--- src/rtl/irq_svc_pkg.sv ---
package irq_svc_pkg;
  localparam int DMODE_W = 3;
  localparam logic [DMODE_W-1:0] DMODE_EXTINT = 3'b111;
endpackage

--- src/rtl/irq_svc_pending.sv ---
module irq_svc_pending #(
  parameter int NUM_PINS = 24
) (
  input  logic                clk,
  input  logic                rst,
  input  logic [NUM_PINS-1:0] irq_in,
  input  logic [NUM_PINS-1:0] level_mode,
  input  logic [NUM_PINS-1:0] mask,
  input  logic [NUM_PINS-1:0] deliver,
  output logic [NUM_PINS-1:0] pend
);
  logic [NUM_PINS-1:0] eff;
  logic [NUM_PINS-1:0] prev_q;
  logic [NUM_PINS-1:0] rise;
  logic [NUM_PINS-1:0] pend_q;

  // pin 0 is folded onto entry 2
  always_comb begin
    eff    = irq_in;
    eff[0] = 1'b0;
    eff[2] = irq_in[0] | irq_in[2];
  end

  assign rise = eff & ~prev_q;

  always_ff @(posedge clk) begin
    if (rst) begin
      prev_q <= '0;
      pend_q <= '0;
    end else begin
      prev_q <= eff;
      pend_q <= (level_mode & eff) |
                (~level_mode & ((pend_q & ~deliver) | (rise & ~mask)));
    end
  end

  assign pend = pend_q;

  AST_EDGE_CLEARED: assert property (@(posedge clk) disable iff (rst)
    (|(deliver & ~level_mode & ~rise)) |=>
    ((pend_q & $past(deliver & ~level_mode & ~rise)) == '0));

  AST_MASKED_EDGE_DROPPED: assert property (@(posedge clk) disable iff (rst)
    (|(rise & mask & ~level_mode & ~pend_q)) |=>
    ((pend_q & $past(rise & mask & ~level_mode & ~pend_q)) == '0));

  AST_PIN0_IDLE: assert property (@(posedge clk) disable iff (rst)
    !pend_q[0]);
endmodule

--- src/rtl/irq_svc_table.sv ---
module irq_svc_table
  import irq_svc_pkg::*;
#(
  parameter int NUM_PINS = 24,
  parameter int VEC_W    = 8,
  parameter int DEST_W   = 8,
  localparam int IDX_W   = $clog2(NUM_PINS)
) (
  input  logic                clk,
  input  logic                rst,
  input  logic                cfg_we,
  input  logic [IDX_W-1:0]    cfg_idx,
  input  logic [VEC_W-1:0]    cfg_vector,
  input  logic [DMODE_W-1:0]  cfg_dmode,
  input  logic [DEST_W-1:0]   cfg_dest,
  input  logic                cfg_dest_mode,
  input  logic                cfg_level,
  input  logic                cfg_mask,
  input  logic                eoi_valid,
  input  logic [VEC_W-1:0]    eoi_vector,
  input  logic [NUM_PINS-1:0] deliver,
  output logic [VEC_W-1:0]    vec_o   [NUM_PINS],
  output logic [DMODE_W-1:0]  dmode_o [NUM_PINS],
  output logic [DEST_W-1:0]   dest_o  [NUM_PINS],
  output logic [NUM_PINS-1:0] dmode_dst_o,
  output logic [NUM_PINS-1:0] level_o,
  output logic [NUM_PINS-1:0] mask_o,
  output logic [NUM_PINS-1:0] rirr_o
);
  logic [VEC_W-1:0]    vec_q   [NUM_PINS];
  logic [DMODE_W-1:0]  dmode_q [NUM_PINS];
  logic [DEST_W-1:0]   dest_q  [NUM_PINS];
  logic [NUM_PINS-1:0] dstm_q;
  logic [NUM_PINS-1:0] level_q;
  logic [NUM_PINS-1:0] mask_q;
  logic [NUM_PINS-1:0] rirr_q;

  always_ff @(posedge clk) begin
    for (int i = 0; i < NUM_PINS; i++) begin
      if (rst) begin
        vec_q[i]   <= '0;
        dmode_q[i] <= '0;
        dest_q[i]  <= '0;
        dstm_q[i]  <= 1'b0;
        level_q[i] <= 1'b0;
        mask_q[i]  <= 1'b1;
        rirr_q[i]  <= 1'b0;
      end else begin
        if (cfg_we && cfg_idx == IDX_W'(i)) begin
          vec_q[i]   <= cfg_vector;
          dmode_q[i] <= cfg_dmode;
          dest_q[i]  <= cfg_dest;
          dstm_q[i]  <= cfg_dest_mode;
          level_q[i] <= cfg_level;
          mask_q[i]  <= cfg_mask;
        end
        if (deliver[i] && level_q[i])
          rirr_q[i] <= 1'b1;
        else if (eoi_valid && rirr_q[i] && vec_q[i] == eoi_vector)
          rirr_q[i] <= 1'b0;
      end
    end
  end

  always_comb begin
    for (int i = 0; i < NUM_PINS; i++) begin
      vec_o[i]   = vec_q[i];
      dmode_o[i] = dmode_q[i];
      dest_o[i]  = dest_q[i];
    end
  end

  assign dmode_dst_o = dstm_q;
  assign level_o     = level_q;
  assign mask_o      = mask_q;
  assign rirr_o      = rirr_q;

  AST_RIRR_ON_LEVEL: assert property (@(posedge clk) disable iff (rst)
    (|(deliver & level_q)) |=> ((rirr_q & $past(deliver & level_q)) != '0));

  for (genvar g = 0; g < NUM_PINS; g++) begin : g_eoi_chk
    AST_EOI_RELEASE: assert property (@(posedge clk) disable iff (rst)
      (eoi_valid && rirr_q[g] && vec_q[g] == eoi_vector) |=> !rirr_q[g]);
  end
endmodule

--- src/rtl/irq_svc_pick.sv ---
module irq_svc_pick #(
  parameter int NUM_PINS = 24,
  localparam int IDX_W   = $clog2(NUM_PINS)
) (
  input  logic [NUM_PINS-1:0] elig,
  output logic                any,
  output logic [IDX_W-1:0]    idx,
  output logic [NUM_PINS-1:0] onehot
);
  always_comb begin
    idx    = '0;
    onehot = '0;
    for (int i = NUM_PINS - 1; i >= 0; i--) begin
      if (elig[i]) begin
        idx    = IDX_W'(i);
        onehot = NUM_PINS'(1) << i;
      end
    end
  end

  assign any = |elig;
endmodule

--- src/rtl/irq_svc_engine.sv ---
module irq_svc_engine
  import irq_svc_pkg::*;
#(
  parameter int NUM_PINS = 24,
  parameter int VEC_W    = 8,
  parameter int DEST_W   = 8,
  localparam int IDX_W   = $clog2(NUM_PINS)
) (
  input  logic                clk,
  input  logic                rst,
  input  logic [NUM_PINS-1:0] irq_in,
  input  logic                cfg_we,
  input  logic [IDX_W-1:0]    cfg_idx,
  input  logic [VEC_W-1:0]    cfg_vector,
  input  logic [2:0]          cfg_dmode,
  input  logic [DEST_W-1:0]   cfg_dest,
  input  logic                cfg_dest_mode,
  input  logic                cfg_level,
  input  logic                cfg_mask,
  input  logic                eoi_valid,
  input  logic [VEC_W-1:0]    eoi_vector,
  input  logic [VEC_W-1:0]    legacy_vector,
  output logic                out_valid,
  input  logic                out_ready,
  output logic [DEST_W-1:0]   out_dest,
  output logic                out_dest_mode,
  output logic [2:0]          out_dmode,
  output logic [VEC_W-1:0]    out_vector,
  output logic                out_level
);
  logic [VEC_W-1:0]    t_vec   [NUM_PINS];
  logic [DMODE_W-1:0]  t_dmode [NUM_PINS];
  logic [DEST_W-1:0]   t_dest  [NUM_PINS];
  logic [NUM_PINS-1:0] t_dstm, t_level, t_mask, t_rirr;
  logic [NUM_PINS-1:0] pend, elig, pick_oh, deliver;
  logic [IDX_W-1:0]    pick_idx;
  logic                pick_any, load;

  irq_svc_table #(.NUM_PINS(NUM_PINS), .VEC_W(VEC_W), .DEST_W(DEST_W)) table_i (
    .clk(clk), .rst(rst),
    .cfg_we(cfg_we), .cfg_idx(cfg_idx), .cfg_vector(cfg_vector),
    .cfg_dmode(cfg_dmode), .cfg_dest(cfg_dest), .cfg_dest_mode(cfg_dest_mode),
    .cfg_level(cfg_level), .cfg_mask(cfg_mask),
    .eoi_valid(eoi_valid), .eoi_vector(eoi_vector), .deliver(deliver),
    .vec_o(t_vec), .dmode_o(t_dmode), .dest_o(t_dest),
    .dmode_dst_o(t_dstm), .level_o(t_level), .mask_o(t_mask), .rirr_o(t_rirr)
  );

  irq_svc_pending #(.NUM_PINS(NUM_PINS)) pending_i (
    .clk(clk), .rst(rst), .irq_in(irq_in),
    .level_mode(t_level), .mask(t_mask), .deliver(deliver), .pend(pend)
  );

  assign elig = pend & ~t_mask & (~t_level | ~t_rirr);

  irq_svc_pick #(.NUM_PINS(NUM_PINS)) pick_i (
    .elig(elig), .any(pick_any), .idx(pick_idx), .onehot(pick_oh)
  );

  assign load    = pick_any && (!out_valid || out_ready);
  assign deliver = load ? pick_oh : '0;

  always_ff @(posedge clk) begin
    if (rst) begin
      out_valid     <= 1'b0;
      out_dest      <= '0;
      out_dest_mode <= 1'b0;
      out_dmode     <= '0;
      out_vector    <= '0;
      out_level     <= 1'b0;
    end else if (load) begin
      out_valid     <= 1'b1;
      out_dest      <= t_dest[pick_idx];
      out_dest_mode <= t_dstm[pick_idx];
      out_dmode     <= t_dmode[pick_idx];
      out_vector    <= (t_dmode[pick_idx] == DMODE_EXTINT) ? legacy_vector
                                                           : t_vec[pick_idx];
      out_level     <= t_level[pick_idx];
    end else if (out_ready) begin
      out_valid     <= 1'b0;
    end
  end

  AST_SINGLE_LOAD: assert property (@(posedge clk) disable iff (rst)
    $onehot0(deliver));

  AST_MASK_BLOCKS: assert property (@(posedge clk) disable iff (rst)
    ((deliver & t_mask) == '0));

  AST_LOWEST_FIRST: assert property (@(posedge clk) disable iff (rst)
    (|deliver) |-> (((deliver - NUM_PINS'(1)) & pend & ~t_mask & ~(t_level & t_rirr)) == '0));

  AST_HOLD_STABLE: assert property (@(posedge clk) disable iff (rst)
    (out_valid && !out_ready) |=>
    (out_valid && $stable(out_vector) && $stable(out_dest) && $stable(out_dmode)));
endmodule

--- config.mk ---
export PLATFORM = sky130hd
export DESIGN_NAME = irq_svc_engine
export DESIGN_NICKNAME = d
export VERILOG_FILES = /design/src/rtl/irq_svc_pkg.sv /design/src/rtl/irq_svc_pending.sv /design/src/rtl/irq_svc_table.sv /design/src/rtl/irq_svc_pick.sv /design/src/rtl/irq_svc_engine.sv
export SDC_FILE = /design/constraint.sdc
export NUM_CORES = 1
export LEC_CHECK = 0
export CORE_MARGIN = 2
export CORE_UTILIZATION = 60
export CTS_CLUSTER_DIAMETER = 200
export DETAILED_ROUTE_END_ITERATION = 12
export DONT_BUFFER_PORTS = 1
export GPL_TIMING_DRIVEN = 0
export PLACE_DENSITY = 0.72
export SLEW_MARGIN = 20
export SYNTH_ARGS = -nofsm -noshare
export SYNTH_HDL_FRONTEND = slang
export SYNTH_HIERARCHICAL = 1
export SYNTH_SLANG_ARGS = --single-unit
--- constraint.sdc ---
create_clock -name clk -period 4.7 [get_ports clk]
set_input_delay 0.705 -clock clk [delete_from_list [all_inputs] [get_ports clk]]
set_output_delay 0.705 -clock clk [all_outputs]
set_load 0.005 [all_outputs]
== Yosys cells after proc, flatten, opt, wreduce, memory -nomap -nowiden ==
Memory sizes are Yosys's and may differ from the RTL's.
Index checks and enable logic that the tools add are counted.

* Flip-flop bits (word level): 166
* Logic and storage cells: 632
* Output and inout port bits: 22
* Memory bits (writable): 456
* Memories: 3
* Input port bits: 72

{| class="wikitable"
|+ Memory list
! name !! words !! width !! rd ports !! clocked after Yosys merged registers in !! wr ports !! line !! text
|-
| table_i.dest_q || 24 || 8 || 24 || 0 || 24 || irq_svc_table.sv:32 || <nowiki>logic [DEST_W-1:0] dest_q [NUM_PINS];</nowiki>
|-
| table_i.vec_q || 24 || 8 || 24 || 0 || 24 || irq_svc_table.sv:30 || <nowiki>logic [VEC_W-1:0] vec_q [NUM_PINS];</nowiki>
|-
| table_i.dmode_q || 24 || 3 || 24 || 0 || 24 || irq_svc_table.sv:31 || <nowiki>logic [DMODE_W-1:0] dmode_q [NUM_PINS];</nowiki>
|}

* Reduce and logical (&&, ||, !) cells: 126
* Eq/ne operators: 48
* Order comparisons: 2
* Bitwise operators: 89
* Muxes and demuxes: 259

{| class="wikitable"
|+ Operators with widths
! kind !! count
|-
| 24-bit two-way mux || 25
|-
| 8-bit two-way mux || 53
|-
| 8-bit == test || 24
|-
| 24-bit bitwise AND || 7
|-
| 1-bit two-way mux || 126
|-
| 5-bit two-way mux || 24
|-
| 24-bit inverter || 5
|-
| 1-bit logical AND || 97
|-
| 8-bit binary-select mux with 5-bit select || 2
|-
| 3-bit two-way mux || 26
|-
| 1-bit OR || 73
|-
| 24-bit OR || 3
|-
| 2-bit nonzero test || 25
|-
| 5-bit by 4-bit == test with 1-bit output, second input constant || 8
|-
| 5-bit == test, second input constant || 8
|-
| 24-bit OR reduction || 1
|-
| 5-bit by 3-bit == test with 1-bit output, second input constant || 4
|-
| 3-bit binary-select mux with 5-bit select || 1
|-
| 1-bit binary-select mux with 5-bit select || 2
|-
| 5-bit by 2-bit == test with 1-bit output, second input constant || 2
|-
| 6-bit greater-or-equal comparator, second input constant || 1
|-
| 5-bit by 6-bit less-than comparator with 1-bit output, second input constant || 1
|-
| 5-bit inverter with 6-bit output || 1
|-
| 5-bit by 1-bit == test with 1-bit output, second input constant || 1
|-
| 4 further kinds || 4
|}

== Logic depth before layout (Yosys ltp) ==
Gate-level depths: netlist (run 1).

* Word-level depth: 33
* Mapped depth: 16
* Mapped depth without buffers: 12

== Hierarchy ==
The synthesis (run 1) kept the hierarchy.

{| class="wikitable"
|+ Modules (own cells, without submodules)
! module !! area each (um2) !! times used !! cells an instance
|-
| irq_svc_table || 23329.9 || 1 || 1857
|-
| irq_svc_engine || 5381.4 || 1 || 481
|-
| irq_svc_pending || 1676.6 || 1 || 146
|-
| irq_svc_pick || 574.3 || 1 || 80
|}

== Least setup slack after synthesis (run 1) ==
Ideal clock, no wire load.

* Path kind: register to register
* From: register table_i.level_q[9] (netlist: table_i/level_o[9])
* To: register out_vector[3]
* Required time: 4.576 ns
* Stages on the path, launching flop included: 14
* Slack: 1.152 ns
* Path buffers: 3
* Arrival: 3.424 ns
* Setup time: 0.124 ns
* Cell sequence: dfxtp_1 > a211oi_1 > nand2b_1 > a221oi_1 > or4_1 > o22ai_1 > buf_2 > buf_2 > buf_2 > mux4_2 > nand3_1 > o2111ai_1 > mux2i_1 > o21ai_1

* Longest elaborated chain between the ends: 19
* Elaborated cells between the ends (all ways): 24
* Classes of those cells: eq/ne: 1; mux: 17; bitwise: 4; reduce/logical: 2

{| class="wikitable"
|+ Ends and longest elaborated chain
! what !! line !! text
|-
| start: declaration || irq_svc_table.sv:34 || <nowiki>logic [NUM_PINS-1:0] level_q;</nowiki>
|-
| start signal: indexed assignment || irq_svc_table.sv:54 || <nowiki>level_q[i] <= cfg_level;</nowiki>
|-
| 24-bit inverter * || irq_svc_engine.sv:54 || <nowiki>assign elig = pend & ~t_mask & (~t_level | ~t_rirr);</nowiki>
|-
| 24-bit OR * || irq_svc_engine.sv:54 ||
|-
| 24-bit bitwise AND * || irq_svc_engine.sv:54 ||
|-
| via elig[9] || irq_svc_engine.sv:35 || <nowiki>logic [NUM_PINS-1:0] pend, elig, pick_oh, deliver;</nowiki>
|-
| 5-bit two-way mux * (10 in series) || irq_svc_pick.sv:14 || <nowiki>if (elig[i]) begin</nowiki>
|-
| via pick_idx[0] || irq_svc_engine.sv:36 || <nowiki>logic [IDX_W-1:0] pick_idx;</nowiki>
|-
| 5-bit inverter with 6-bit output (implied by the code) * || irq_svc_engine.sv:76, irq_svc_engine.sv:77 ||
|-
| 3-bit binary-select mux with 5-bit select || irq_svc_engine.sv:76 || <nowiki>out_vector <= (t_dmode[pick_idx] == DMODE_EXTINT) ? legacy_vector</nowiki>
|-
| 3-bit two-way mux (implied by the code) (2 in series) || irq_svc_engine.sv:76 ||
|-
| 3-bit == test || irq_svc_engine.sv:76 ||
|-
| 8-bit two-way mux * || irq_svc_engine.sv:76 ||
|-
| end signal: assignment || irq_svc_engine.sv:76 ||
|-
| end: declaration || irq_svc_engine.sv:28 || <nowiki>output logic [VEC_W-1:0] out_vector,</nowiki>
|}

Mark *: on every way through the listed nets, which the timed path passes. The rest lies on a longest branch. The select of a mux whose other input is x is not followed.
A chain may end at the register's enable or synchronous reset.

== Worst setup path in the final report (run 1) ==
* From: register table_i.level_q[8] (netlist: table_i/level_o[8])
* To: register out_vector[5]

* Longest elaborated chain between the ends: 18
* Elaborated cells between the ends (all ways): 23
* Classes of those cells: eq/ne: 1; mux: 16; bitwise: 4; reduce/logical: 2

{| class="wikitable"
|+ Ends and longest elaborated chain
! what !! line
|-
| 24-bit inverter * || irq_svc_engine.sv:54
|-
| 24-bit OR * || irq_svc_engine.sv:54
|-
| 24-bit bitwise AND * || irq_svc_engine.sv:54
|-
| via elig[8] || irq_svc_engine.sv:35
|-
| 5-bit two-way mux * (9 in series) || irq_svc_pick.sv:14
|-
| via pick_idx[1] || irq_svc_engine.sv:36
|-
| 5-bit inverter with 6-bit output (implied by the code) * || irq_svc_engine.sv:76, irq_svc_engine.sv:77
|-
| 3-bit binary-select mux with 5-bit select || irq_svc_engine.sv:76
|-
| 3-bit two-way mux (implied by the code) (2 in series) || irq_svc_engine.sv:76
|-
| 3-bit == test || irq_svc_engine.sv:76
|-
| 8-bit two-way mux * || irq_svc_engine.sv:76
|}

Marks and branches as above.

==> results of run 1 <==
through the flow:
step | cell area [um2] | util [%] | total power [mW]
6_report | 34300 | 66.9 | 12.4
5_1_grt | 34300 | 66.9 | 12.7
4_1_cts | 34200 | 66.8 | 12.4
3_5_place_dp | 31800 | 62.2 | 7.20
3_3_place_gp | 31800 | 62.1 | 7.17
2_1_floorplan | 31000 | - | 6.86
worst max-delay path: cells and delay by family (launching register included):
kind | cells | cell delay (ns)
AO/OA/AOI/OAI | 6 | 1.42
buffers and inverters | 4 | 1.49
flip-flops | 1 | 0.45
multiplexers | 2 | 0.74
AND/OR/NAND/NOR | 2 | 0.52
Yosys cell counts (all sizes together) (3+ instances only):
| cell | n | area [um2] |
|---|---|---|
| edfxtp | 456 | 13700 |
| nor2 | 261 | 1010 |
| and2 | 259 | 1620 |
| dfxtp | 165 | 3300 |
| nand2 | 120 | 455 |
| mux4 | 119 | 2710 |
| buf | 116 | 681 |
| xnor2 | 115 | 1010 |
| nand3 | 100 | 513 |
| a21oi | 92 | 460 |
| clkbuf | 88 | 335 |
| o21ai | 77 | 385 |
| xor2 | 77 | 674 |
| a211oi | 56 | 420 |
| a21o | 46 | 345 |
| nor2b | 46 | 288 |
| and3 | 39 | 246 |
| mux2i | 35 | 350 |
| nor4b | 29 | 300 |
| nor3 | 27 | 225 |
| inv | 26 | 97.6 |
| o21bai | 26 | 195 |
| nand3b | 19 | 146 |
| mux2 | 18 | 203 |
| a22oi | 17 | 128 |
| nor4 | 17 | 158 |
| nand4 | 13 | 81.3 |
| o31a | 13 | 114 |
| a311oi | 12 | 105 |
| nand2b | 10 | 62.6 |
| nor3b | 9 | 77.6 |
| o2111ai | 7 | 61.3 |
| nand4bb | 5 | 61.3 |
| and4b | 4 | 40.0 |
| o311a | 4 | 51.3 |
| a21boi | 3 | 22.5 |
| a311o | 3 | 30.0 |
| nand4b | 3 | 26.3 |
| nor4bb | 3 | 30.0 |
| or4 | 3 | 22.5 |
| or4b | 3 | 33.8 |
sequential cells by signal (all words and copies together), names as in the netlist, 24 cells and up:
name / cells
table_i/dest_q: 192
table_i/vec_q: 192
table_i/dmode_q: 72
pending_i/pend: 24
table_i/dmode_dst_o: 24
table_i/level_o: 24
table_i/mask_o: 24
table_i/rirr_o: 24
power by group through the flow:
stage | Sequential (mW) | Combinational, mW | Clock (mW)
2_1_floorplan | 6.30 | 0.555 | 0
3_3_place_gp | 6.34 | 0.831 | 0
3_5_place_dp | 6.35 | 0.842 | 0
4_1_cts | 6.24 | 0.849 | 5.29
5_1_grt | 6.26 | 0.903 | 5.50
6_report | 6.24 | 0.873 | 5.28
cell families after synthesis:
group                     after synthesis  synth area share (%)
AOI/OAI and AO/OA                     369                  7.84
muxes                                 172                  10.5
buffers and inverters                 231                  3.61
DFF                                   621                  54.9
and+or+nand+nor                       979                  17.7
xor gates and xnor gates              192                  5.43
layout by cell type, fill, tap and decap left out, types with 28 or more instances in the layout:
cell	count
nand2_1	118
nand3_1	99
a21oi_1	89
dfxtp_1	165
clkbuf_16	72
mux2i_1	35
o21ai_0	67
a211oi_1	39
nor2b_1	46
buf_2	64
a21o_1	40
and2_1	257
buf_4	28
edfxtp_1	456
clkbuf_1	97
mux4_2	111
and3_1	37
xor2_1	77
nor2_1	254
xnor2_1	115
worst paths after layout:
path	start	end
worst max-delay path	table_i/level_o[8]	out_vector[5]
worst min-delay path	rst	out_dest[1]
worst max register to register	table_i/level_o[8]	out_vector[5]
worst min register to register	out_vector[3]	out_vector[3]
area by class of cell:
type                       instances  area [um2]
inverter                          27         101
fill                            3921       16900
timing repair buffer               3        35.0
buffer                           204        1060
antenna                            1        2.50
tap                              680         851
sequential                       621       17000
multi-input combinational       1712       13000
clock buffer                     103        2030
clock inverter                    21         153
what timing repair did:
action | 4_1_cts | 5_1_grt
endpoints found under the setup margin | 19 | 18
buffers inserted | 3 | 0
gates resized for setup | 34 | 17
pin swaps | 2 | 0
gates cloned | 0 | 0
per-layer routing:
layer	vias up	track usage, %	part of all wire, %
li1	9527	-	-
met1	11200	49.6	35
met2	1508	64.2	47
met3	353	6.50	9.7
met4	0	26.8	7.5
met5	-	0	0
==> impl_metrics.toml, run 1 <==
[route]
post_detailed_route_wirelength_per_cell_um = 31.2
finalWirelength_um = 105000
routed_via_density = 6.69
firstDrtPassIters = 6
antenna_violating_nets_left = 0
initialDrtViolationCount = 3143
route.detailed.drc = 0
via_count = 22600

[pwr]
power_report.internal_total_mw = 9.47
power.density_cell_area_nw_per_um2 = 362
net-switching-power_mw = 2.93
leakage_nw = 11.5
pwr-share-seq_pct = 50.3
part_of_the_total_power_dissipated_in_combinational_logic_pct = 7.0
clockPowerShare_pct = 42.6
peakVddDrop_v = 0.000305
power_switching_share_pct = 23.6

[timing]
setup-tns-final_ns = -0.540
achievable-frequency_ghz = 0.208
hold_worst_slack_ns = 0.170
fin_skew_ns = 0.0282
worst_slack_setup_final_ns = -0.111
final.period_utilization_pct = 102
finalCriticalPeriod_ns = 4.81
slew-limit-headroom_pct = 26.4
unrepaired_setup_endpoints_after_global_routing = "no"
timing.final.max_slew_violations = 0
finalSetupViolations = 11
finalHoldViolCount = 0
tightestPinTransition_ns = 1.10

[clock_network]
cts_tree = "done"
worst_skew_pair.late_latency_ns = 0.63
clk_path_buf_depth = 3
clock_tree.root_cell = "clkbuf_16"
post_cts_hold_buffer_count = 0
cts_max_level = 3
clock_sinks = 621
clock_transition_at_the_registers_of_the_reported_paths_ns = 0.06
numCtsBuffers = 69

[logic_synthesis]
post_synth_num_cell_types = 83
ys_ff_latch = 621
syn-mean-instance-area_um2 = 12.1
synth_edf_count = 456
synth_top_flop_cell = "edfxtp_1"
synth-async-reset-ratio_pct = 0
synthesis.instances = 2564
seq_area_frac_synth_pct = 54.9
syn-cell-area_um2 = 31000
ys.warnings.count = 6
synthesis.nets = 2636

[worst_hold_path]
worstHoldPathType = "input pin to flip-flop"
hold_path_depth = 1

[setup_path]
criticalPathCategory = "flip-flop to flip-flop"
worstPathArrival_ns = 5.28
setup.reg_to_reg.worst_slack_ns = -0.11
cp_slowest_cell = "buf_2"
timing.critical_path.cells = "a211oi_1, nor2_1, o311a_1, o21ai_0, a41oi_2, buf_4, buf_2, buf_2, clkbuf_2, mux4_2, nand2_1, o2111ai_1, mux2i_1, o21ai_1"
timing.critical_path.from_type = "flip-flop"
timing.critical_path.required_ns = 5.17
crit_path_max_fanout = 10
reg2regPathDepth = 14
setup.worst_path.end_class = "flip-flop"
cpMostUsedCell = "buf_2"
timing.critical_path.slowest_cell_delay_ns = 0.52

[die]
floorplan_die_area_um2 = 53400
initial_utilization_pct = 60.5
design.portCount = 94
die-height_um = 231
die-width_um = 231
placement_row_count = 83
design.core.area_um2 = 51200

[cells_and_area]
area_growth_from_synthesis_to_layout_pct = 10.7
fraction_of_final_layout_cells_with_drive_strength_greater_than_1_pct = 15.7
finish.net_count = 2710
post_layout_nonfiller_instances = 3372

[placed_design]
place.detailed.hpwl_um = 76700
place_worst_setup_slack_ns = -1.19
gp_congestion = 0.982
io_buffers = 0
place_inst = 3244

[global_route]
grt_first_pass_wirelength_um = 151000
first_global_vias = 22300
overflow = 0
antenna_found_initial = 2
global_route_total_usage_across_every_layer_pct = 39.7
grt_max_degree = 20

[status]
failed_checks = "setup timing"
outcome = "finished with violations"

[job]
maxCapViolCount = 0
No activity file was read; power rests on OpenSTA's default activity.
==> run 2: changes to the inputs <==
--- a/config.mk
+++ b/config.mk
@@ -5,6 +5,7 @@
 export SDC_FILE = /design/constraint.sdc
 export NUM_CORES = 1
 export LEC_CHECK = 0
+export CORE_ASPECT_RATIO = 1.75
 export CORE_MARGIN = 2
 export CORE_UTILIZATION = 60
 export CTS_CLUSTER_DIAMETER = 200
==> impl_metrics.toml, run 2 (synthesis results as in run 1) <==
[setup_path]
cpMostUsedCell = "buf_4"
timing.critical_path.from_type = "flip-flop"
cp_num_buf_inv = 3
cp_slowest_cell = "nor3_4"
timing.critical_path.required_ns = 5.16
crit_path_max_fanout = 10
timing.critical_path.slowest_cell_delay_ns = 0.77
criticalPathCategory = "flip-flop to flip-flop"
timing.critical_path.cells = "a211oi_4, nand2b_1, nand4b_1, nor3_4, o22ai_4, buf_4, buf_4, buf_4, mux4_2, mux2i_2, a211oi_1, a21oi_1, a211oi_1"
worstPathArrival_ns = 5.29
critPathTopFamily = "simple AND/OR/NAND/NOR gates"
setup.worst_path.end_class = "flip-flop"

[route]
post_detailed_route_wirelength_per_cell_um = 33.7
antenna_violating_nets_left = 0
routed_via_density = 6.67
via_count = 22400
initialDrtViolationCount = 2349
route.detailed.drc = 0
firstDrtPassIters = 6
finalWirelength_um = 113000

[global_route]
grt_first_pass_wirelength_um = 159000
grt_max_degree = 20
overflow = 0
global_route_total_usage_across_every_layer_pct = 42.4
first_global_vias = 22900
antenna_found_initial = 1

[timing]
slew-limit-headroom_pct = 16.3
timing.final.max_slew_violations = 0
finalHoldViolCount = 0
final.period_utilization_pct = 103
hold_worst_slack_ns = 0.164
finalCriticalPeriod_ns = 4.83
tightestPinTransition_ns = 1.25
fin_skew_ns = 0.0267
achievable-frequency_ghz = 0.207
finalSetupViolations = 16
unrepaired_setup_endpoints_after_global_routing = "no"
worst_slack_setup_final_ns = -0.127

[pwr]
peakVddDrop_v = 0.000344
net-switching-power_mw = 2.83
part_of_the_total_power_dissipated_in_combinational_logic_pct = 7.5
leakage_nw = 11.5
power.density_cell_area_nw_per_um2 = 354
power_report.internal_total_mw = 9.31
power_switching_share_pct = 23.3
clockPowerShare_pct = 41.1
pwr-share-seq_pct = 51.4
totalPowerFinal_mw = 12.1

[clock_network]
clk_path_buf_depth = 3
cts_max_level = 2
post_cts_hold_buffer_count = 0
clock_transition_at_the_registers_of_the_reported_paths_ns = 0.07
numCtsBuffers = 56
clock_sinks = 621
clock_tree.root_cell = "clkbuf_16"
worst_skew_pair.late_latency_ns = 0.62
cts_tree = "done"

[job]
maxCapViolCount = 0

[placed_design]
io_buffers = 0
gp_congestion = 0.954
place_inst = 3236
place.detailed.hpwl_um = 84900

[cells_and_area]
area_growth_from_synthesis_to_layout_pct = 10.7
n_fill_cell = 3966
fraction_of_final_layout_cells_with_drive_strength_greater_than_1_pct = 16.8
layout_common_cells = "edfxtp_1 (456), and2_1 (257), nor2_1 (251)"
finish.net_count = 2702
post_layout_nonfiller_instances = 3349
multiInputGateArea_um2 = 13200
mostFrequentLayoutCell = "edfxtp_1"
finish.utilization_pct = 66.9
reg.largest.list = "table_i/dest_q (192), table_i/vec_q (192), table_i/dmode_q (72)"
seqCellArea_um2 = 17000

[die]
floorplan_die_area_um2 = 53500
die-height_um = 305
design.portCount = 94
design.core.area_um2 = 51200
initial_utilization_pct = 60.5
placement_row_count = 110
die-width_um = 176

[worst_hold_path]
worstHoldPathType = "input pin to flip-flop"

[status]
failed_checks = "setup timing"
outcome = "finished with violations"
==> run 2: changes by cell type in the layout (fill, tap and decap cells not counted), sizes merged <==
cell      before  now
clkbuf       196  170
clkinvlp       0    1
clkinv        19   13
bufinv         1    7
buf          114  124
==> run 2: final cells by class <==
cell class | count | share of cell area [%]
Sequential cell | 621 | 49.6
Multi-Input combinational cell | 1712 | 38.5
Clock buffer | 82 | 4.95
Buffer | 203 | 3.06
Tap cell | 672 | 2.45
Clock inverter | 22 | 0.891
Inverter | 27 | 0.296
Timing Repair Buffer | 9 | 0.234
Antenna cell | 1 | 0.00730
==> run 2: power by group through the flow <==
stage / Clock [mW] / Sequential (mW) / Combinational [mW]
final: 4.99 / 6.24 / 0.907
after global routing: 5.21 / 6.26 / 0.929
after CTS: 5.01 / 6.24 / 0.871
after detailed placement: 0 / 6.36 / 0.864
after global placement: 0 / 6.34 / 0.854
after floorplan: 0 / 6.30 / 0.555
==> run 2: per-stage QoR <==
step	setup TNS [ns]	area, um2	setup WS (ns)
3_3_place_gp	-33.75	31800	-2.10
6_report	-0.972	34300	-0.127
2_1_floorplan	0	31000	1.15
4_1_cts	0	34000	0.00163
5_1_grt	0	34300	0.0190
3_5_place_dp	-26.22	31800	-1.51
==> run 2: worst paths after layout <==
path                                       to          startpoint  slack (ns)  cells after the start
worst max-delay path              out_dest[4]  table_i/level_o[6]       -0.13                     13
worst min-delay path              out_dest[0]                 rst        0.16                      1
worst max register to register    out_dest[4]  table_i/level_o[6]       -0.13                     13
worst min register to register  out_vector[0]       out_vector[0]        0.47                      2
==> run 2: per-layer routing <==
metal  wire length [um]  share of wire, %  global-route usage (%)
met5                  0                 0                       0
met1              33800                30                    42.3
met3               8570               7.6                    8.08
met2              55800                49                    72.2
met4              14600                13                    41.9
==> run 2: worst register-to-register path, stage by stage (launching register included) <==
cell and delay [ns]:
dfxtp_2 0.40, a211oi_4 0.30, nand2b_1 0.19, nand4b_1 0.64
nor3_4 0.77, o22ai_4 0.26, buf_4 0.26, buf_4 0.22
buf_4 0.27, mux4_2 0.53, mux2i_2 0.31, a211oi_1 0.17
a21oi_1 0.25, a211oi_1 0.11
==> run 2: timing repair <==
| action | CTS | global route |
|---|---|---|
| resized for setup | 43 | 44 |
| setup buffers | 2 | 7 |
| cloned | 0 | 0 |
| pin swaps | 4 | 7 |
| endpoints found under the hold margin | 0 | 0 |
| endpoints found under the setup margin | 21 | 19 |
